[src/rtl/ring_seq_pkg.sv]
package ring_seq_pkg;

  typedef struct packed {
    logic       en;
    logic [2:0] freq;
    logic [1:0] amp;
    logic [1:0] off;
  } ring_ctl_t;

  // ring frequency in hundredths of a hertz for each code
  function automatic longint unsigned freq_centihz(input logic [2:0] code);
    case (code)
      3'd0: return 64'd1667;
      3'd1: return 64'd2000;
      3'd2: return 64'd2500;
      3'd3: return 64'd3000;
      3'd4: return 64'd3333;
      3'd5: return 64'd4000;
      3'd6: return 64'd5000;
      default: return 64'd6000;
    endcase
  endfunction

  // accumulator step, rounded half up
  function automatic longint unsigned phase_inc(input logic [2:0] code,
                                                input int acc_w,
                                                input longint unsigned clk_hz);
    longint unsigned num;
    longint unsigned den;
    num = freq_centihz(code) << acc_w;
    den = clk_hz * 64'd100;
    return (num + den / 2) / den;
  endfunction

endpackage

[src/rtl/ring_ctrl_latch.sv]
module ring_ctrl_latch
  import ring_seq_pkg::*;
(
  input  logic      clk,
  input  logic      rst_n,
  input  logic      le,
  input  ring_ctl_t pins,
  output ring_ctl_t view
);
  ring_ctl_t held_q;

  always_ff @(posedge clk or negedge rst_n) begin
    if (!rst_n)  held_q <= '0;
    else if (le) held_q <= pins;
  end

  assign view = le ? pins : held_q;
endmodule

[src/rtl/ring_phase_acc.sv]
module ring_phase_acc
  import ring_seq_pkg::*;
#(
  parameter int              ACC_W  = 32,
  parameter longint unsigned CLK_HZ = 64'd19660800
) (
  input  logic             clk,
  input  logic             rst_n,
  input  logic [2:0]       freq_code,
  input  logic             run,
  input  logic             clear,
  output logic [ACC_W-1:0] acc_o,
  output logic [ACC_W-1:0] inc_o,
  output logic             cross_o
);
  localparam int NCODE = 8;

  logic [ACC_W-1:0] inc_tab [NCODE];
  logic [ACC_W-1:0] acc_q;
  logic [ACC_W-1:0] sum;

  for (genvar g = 0; g < NCODE; g++) begin : g_inc
    localparam longint unsigned STEP = phase_inc(3'(g), ACC_W, CLK_HZ);
    assign inc_tab[g] = ACC_W'(STEP);
  end

  assign inc_o   = inc_tab[freq_code];
  assign sum     = acc_q + inc_o;
  assign cross_o = run && (sum[ACC_W-1] != acc_q[ACC_W-1]);

  always_ff @(posedge clk or negedge rst_n) begin
    if (!rst_n)     acc_q <= '0;
    else if (clear) acc_q <= '0;
    else if (run)   acc_q <= sum;
  end

  assign acc_o = acc_q;
endmodule

[src/rtl/ring_sync_gen.sv]
module ring_sync_gen #(
  parameter int ACC_W  = 32,
  parameter int LEAD_W = 16
) (
  input  logic              active,
  input  logic [ACC_W-2:0]  acc_low,
  input  logic [ACC_W-1:0]  inc,
  input  logic [LEAD_W-1:0] lead,
  output logic              sync_o
);
  localparam int PW = ACC_W + LEAD_W;

  logic [PW-1:0] half, prod, thr, rem;

  assign half   = PW'(1) << (ACC_W - 1);
  assign prod   = PW'(lead) * PW'(inc);
  assign thr    = (prod > half) ? half : prod;   // clamp to one half cycle
  assign rem    = half - PW'(acc_low);           // distance to next boundary
  assign sync_o = active && (rem <= thr);
endmodule

[src/rtl/ring_phase_seq.sv]
module ring_phase_seq
  import ring_seq_pkg::*;
#(
  parameter int              ACC_W  = 32,
  parameter int              LEAD_W = 16,
  parameter longint unsigned CLK_HZ = 64'd19660800
) (
  input  logic              clk,
  input  logic              rst_n,
  input  logic              le_i,
  input  logic              en_i,
  input  logic [2:0]        freq_i,
  input  logic [1:0]        amp_i,
  input  logic [1:0]        off_i,
  input  logic              stop_sync_i,
  input  logic [LEAD_W-1:0] lead_i,
  output logic [ACC_W-1:0]  phase_o,
  output logic              polarity_o,
  output logic              active_o,
  output logic [2:0]        freq_o,
  output logic [1:0]        amp_o,
  output logic [1:0]        off_o,
  output logic              sync_o
);
  ring_ctl_t        pins, view, act_q;
  logic             run_q;
  logic             start_w, halt_w, load_w, clear_w, cross_w;
  logic [ACC_W-1:0] acc_w, inc_w;

  assign pins = '{en: en_i, freq: freq_i, amp: amp_i, off: off_i};

  ring_ctrl_latch u_latch (
    .clk(clk), .rst_n(rst_n), .le(le_i), .pins(pins), .view(view)
  );

  ring_phase_acc #(.ACC_W(ACC_W), .CLK_HZ(CLK_HZ)) u_acc (
    .clk(clk), .rst_n(rst_n), .freq_code(act_q.freq), .run(run_q),
    .clear(clear_w), .acc_o(acc_w), .inc_o(inc_w), .cross_o(cross_w)
  );

  ring_sync_gen #(.ACC_W(ACC_W), .LEAD_W(LEAD_W)) u_sync (
    .active(run_q), .acc_low(acc_w[ACC_W-2:0]), .inc(inc_w),
    .lead(lead_i), .sync_o(sync_o)
  );

  assign start_w = !run_q && view.en;
  assign halt_w  = run_q && !view.en && (!stop_sync_i || cross_w);
  assign load_w  = start_w || (run_q && cross_w && !halt_w);
  assign clear_w = start_w || halt_w || !run_q;

  always_ff @(posedge clk or negedge rst_n) begin
    if (!rst_n) begin
      run_q <= 1'b0;
      act_q <= '0;
    end else begin
      if (start_w)     run_q <= 1'b1;
      else if (halt_w) run_q <= 1'b0;
      if (load_w)      act_q <= view;
    end
  end

  assign phase_o    = acc_w;
  assign polarity_o = acc_w[ACC_W-1];
  assign active_o   = run_q;
  assign freq_o     = run_q ? act_q.freq : 3'd0;
  assign amp_o      = run_q ? act_q.amp  : 2'd0;
  assign off_o      = run_q ? act_q.off  : 2'd0;
endmodule

[config.mk]
export PLATFORM = sky130hd
export DESIGN_NAME = ring_phase_seq
export DESIGN_NICKNAME = d
export VERILOG_FILES = /design/src/rtl/ring_seq_pkg.sv /design/src/rtl/ring_ctrl_latch.sv /design/src/rtl/ring_phase_acc.sv /design/src/rtl/ring_sync_gen.sv /design/src/rtl/ring_phase_seq.sv
export SDC_FILE = /design/constraint.sdc
export NUM_CORES = 1
export LEC_CHECK = 0
export ABC_AREA = 1
export BUFFER_PORTS_ARGS = -buffer_cell sky130_fd_sc_hd__clkbuf_2
export CAP_MARGIN = 5
export CORE_MARGIN = 4
export CORE_UTILIZATION = 51
export DETAILED_ROUTE_END_ITERATION = 10
export PLACE_DENSITY = 0.71
export REMOVE_ABC_BUFFERS = 1
export SYNTH_ARGS = -nofsm -noshare
export SYNTH_HDL_FRONTEND = slang
export SYNTH_HIERARCHICAL = 1
export SYNTH_SLANG_ARGS = --single-unit
[constraint.sdc]
create_clock -name clk -period 15.3 [get_ports clk]
set_input_delay 0 -clock clk [delete_from_list [all_inputs] [get_ports clk]]
set_output_delay 0 -clock clk [all_outputs]
set_load 0.01 [all_outputs]
==> results.md <==
- The antenna diode count is 0.
- After detailed routing, the number of vias per cell comes to 5.06.
- The data arrival time of the worst path is 9.70 ns.
- For this run, the slowest stage of the critical path takes between 0.6 and 0.7 ns.
- For the pin with the worst max-slew slack, the measured transition is between 1 and 1.5 ns.
- For the final routed database, the setup TNS stands at 0 ns.
- The total number of H-tree levels is 2.
- The clock root buffer is sky130_fd_sc_hd__clkbuf_16.
- The flow ran to the end, and the final reports show no timing, DRC or antenna violations.
- After legalization and detailed placement, the total HPWL measured 48,600 um.
- The via count of the first global-routing pass is 21,000.
- Setup repair after global routing left no endpoint under its margin.
- STA classifies the critical path startpoint as a register.
- The post-synthesis register bit count is 48.
- The top-area cell type share of the netlist area is 0.356.
- The total detailed-routing wirelength is roughly 61,000 um.
- Between clock sinks in the finished design, the worst skew comes to roughly 0.0070 ns.
- The proportion of register bits with asynchronous set or reset after synthesis is 1.00.
- In this run, CTS created clock tree buffers numbering 5.
- Summing all flip-flop and latch instances after layout gives 1200 um^2.
- The gate count of the mapped netlist is 3,449.
- The most common flop cell mapped by yosys is sky130_fd_sc_hd__dfrtp_1.
- In this run the worst hold path is classified as in2reg.
- The floorplan step defined a die boundary enclosing just under 50,000 um^2.
- The cell repeated most along the worst path is sky130_fd_sc_hd__nand2_1.
- The number of violations of the max-capacitance limit is 0.
- The data required time of the critical path is ~15 ns.
- The cell area after technology mapping is 23,600 um^2.
- The buffer depth of the longest clock path is 2.
- The maximum net fanout on the critical path is 31.
- The initial utilization of the core area, before any placement, comes to 0.517.
- The startpoint of the worst register-to-register path is act_q[4].
- Counting distinct cell types in the post-synthesis netlist gives 49.
- The hold-fix buffer count after cts is 9.
- Subtracting the final worst setup slack from the clock period gives roughly 9.7 ns.
- The per-cell routed wire length is 15.2 um.
- The Yosys step of the flow raised 6 warnings.
- The largest net degree at the start of global routing is 49.
- The layout overhead on the synthesized area is 3.31%.
- The routability-driven placement congestion ratio is roughly 1.0.
- A synthesized cell averages 6.84 um^2.
- The startpoint of the most critical hold path is le_i.
- The overall die height is about 220 um.
- TritonCTS built the clock tree.
- The number of DRC markers in iteration 0 is 1,433.
- The multi-input combinational cells in the finished layout cover a total of ~18,000 um^2.
- The number of placement rows is roughly 80.
- The final-report hold violation count is 0.
- The worst setup path is of the reg2out kind.
- The area of the placeable core is about 46,000 um^2.
- The period utilization is 0.634.
- The global-route wire length before repair is 104,000 um.
- Setup violations remaining at the end of the flow were counted as 0.
- The quantity of gates resized following cts is 0.
- The worst-case headroom to the max-slew limit is 0.322.
- The clock sink count is 48.
- The biggest area contributor in the post-synthesis netlist is sky130_fd_sc_hd__fa_1.
- The count of nets left with antenna violations after detail routing is 0.
- The final max-slew violation count is 0.
- The achievable frequency is 0.103 GHz.
- Of the cells placed in the final design, the portion with a size suffix greater than 1 is 0.0521.
- For flop-to-flop paths, the worst setup slack is approximately 10 ns.
- Clock latency on the worst-skew pair, taken at its later pin, is around 0.30 ns.
- After detailed routing, the number of remaining DRC violations is 0.
- The number of search-and-repair iterations in the first detailed-routing pass is 5.
- In this run, synthesis inferred 0 flip-flops with an integrated enable.
- The count of filler cells inserted in the layout is 4,529.
- Global routing finished with a remaining overflow of 0.
- The global routing usage summed across all routing layers is 0.252.
- The final layout contains 4,038 nets.
- The post-CTS setup repair buffer count is 0.
- The via count is 20,300.
- In this run the horizontal extent of the chip is 223 um.
- The number of antenna violations at the first check in global routing is 0.
- After clock tree synthesis, the clock-pin slew on the worst setup and hold paths is 0.07 ns.
- The kind of capture point of the worst setup path is an output pin.
- Among all stages on the critical path, the largest delay is contributed by sky130_fd_sc_hd__nand2_1.
- By area the synthesized netlist is led by sky130_fd_sc_hd__fa_1, sky130_fd_sc_hd__nand2_1, sky130_fd_sc_hd__inv_1.
- The number of buffers inserted by port buffering is 69.
- The launching element of the worst setup path is act_q[4].
- The I/O pin count is 70.
- The share of the Yosys chip area taken by registers is 0.0509.
final timing paths:
check,to,cells past startpoint
setup / recovery,sync_o,42
hold / removal,u_latch/held_q[1],3
setup reg to reg,u_acc/acc_o[28],25
hold reg to reg,u_latch/held_q[1],2
max in group asynchronous,u_acc/acc_o[29],3
min in group asynchronous,active_o,3
Yosys cell counts (all sizes together) (4+ instances only):
cell type     n
a21oi        67
inv         964
buf          35
nor4          9
nor2        181
nand2      1149
o21bai        7
o21ai        20
and3          4
nand3b        6
nor3         22
xor2         20
fa          419
ha          176
clkbuf      113
nand3       106
dfrtp        48
nand4        55
xnor2        18
a31oi         5
routing by layer:
layer | share of wire | global-route usage
met2 | 0.47 | 0.420
met4 | 0.017 | 0.0519
met3 | 0.071 | 0.0309
met5 | 0 | 0
met1 | 0.44 | 0.357
state kept, by name, summed over array words and instances, names as in the netlist:
name	cells
u_acc/acc_o	32
u_latch/held_q	8
act_q	7
active_o	1
worst max-delay path, delay by kind of cell (launching register included):
family,cells,cell delay (ns)
flops,1,0.43
fa+ha+maj,9,4.07
compound gates,6,1.17
buf+inv,8,0.93
simple gates,19,2.82
cells in the final DEF (no fill, tap or decap), types with 8 or more instances in the layout:
cell	synthesis	routed
sky130_fd_sc_hd__nor3_1	16	16
sky130_fd_sc_hd__nand2_1	1127	1127
sky130_fd_sc_hd__fa_1	419	419
sky130_fd_sc_hd__dlygate4sd3_1	0	9
sky130_fd_sc_hd__nor2_1	153	153
sky130_fd_sc_hd__nand3_1	90	90
sky130_fd_sc_hd__clkbuf_2	0	69
sky130_fd_sc_hd__ha_1	176	176
sky130_fd_sc_hd__inv_2	10	10
sky130_fd_sc_hd__xor2_1	20	20
sky130_fd_sc_hd__nor4_1	8	8
sky130_fd_sc_hd__buf_4	23	12
sky130_fd_sc_hd__nor2_2	24	24
sky130_fd_sc_hd__conb_1	1	18
sky130_fd_sc_hd__xnor2_1	18	18
sky130_fd_sc_hd__nand4_1	54	54
sky130_fd_sc_hd__dfrtp_1	48	48
sky130_fd_sc_hd__inv_1	954	954
sky130_fd_sc_hd__a21oi_1	65	65
sky130_fd_sc_hd__nand2_2	19	19
sky130_fd_sc_hd__nand3_2	16	16
sky130_fd_sc_hd__o21ai_0	20	16
metrics by stage:
stage | utilization | cells | setup WS (ns) | hold WS (ns) | cell area (um^2)
floorplan | - | 3318 | 6.75 | -0.296 | 22900
global placement | 0.529 | 3999 | 6.02 | 0.142 | 24100
detailed placement | 0.529 | 3999 | 5.98 | 0.146 | 24100
CTS | 0.534 | 4016 | 5.64 | 0.0533 | 24400
global route | 0.534 | 4016 | 4.88 | 0.0883 | 24400
finish | 0.534 | 4016 | 5.60 | 0.0622 | 24400
layout make-up:
class	count	area share
clock inverter	2	0.000565
tap	600	0.0308
clock buffer	6	0.00570
timing repair buffer	90	0.0216
multi-input combinational	2305	0.743
inverter	965	0.149
sequential	48	0.0493
kinds of logic (layout without fill, tap and decap cells):
| kind of cell | after synthesis | after routing | share of synthesized area |
|---|---|---|---|
| adder cells (fa/ha/maj) | 595 | 595 | 0.449 |
| flip-flops | 48 | 48 | 0.0509 |
| AO/OA/AOI/OAI | 117 | 117 | 0.0284 |
| buffers and inverters | 1113 | 1063 | 0.184 |
| XOR/XNOR | 38 | 38 | 0.0141 |
| AND/OR/NAND/NOR | 1537 | 1537 | 0.273 |
| other | 1 | 18 | 0.000159 |
Power is left out: the tool's default activity adds up to more than one toggle a clock period on the data nets, which glitch-free logic cannot reach.
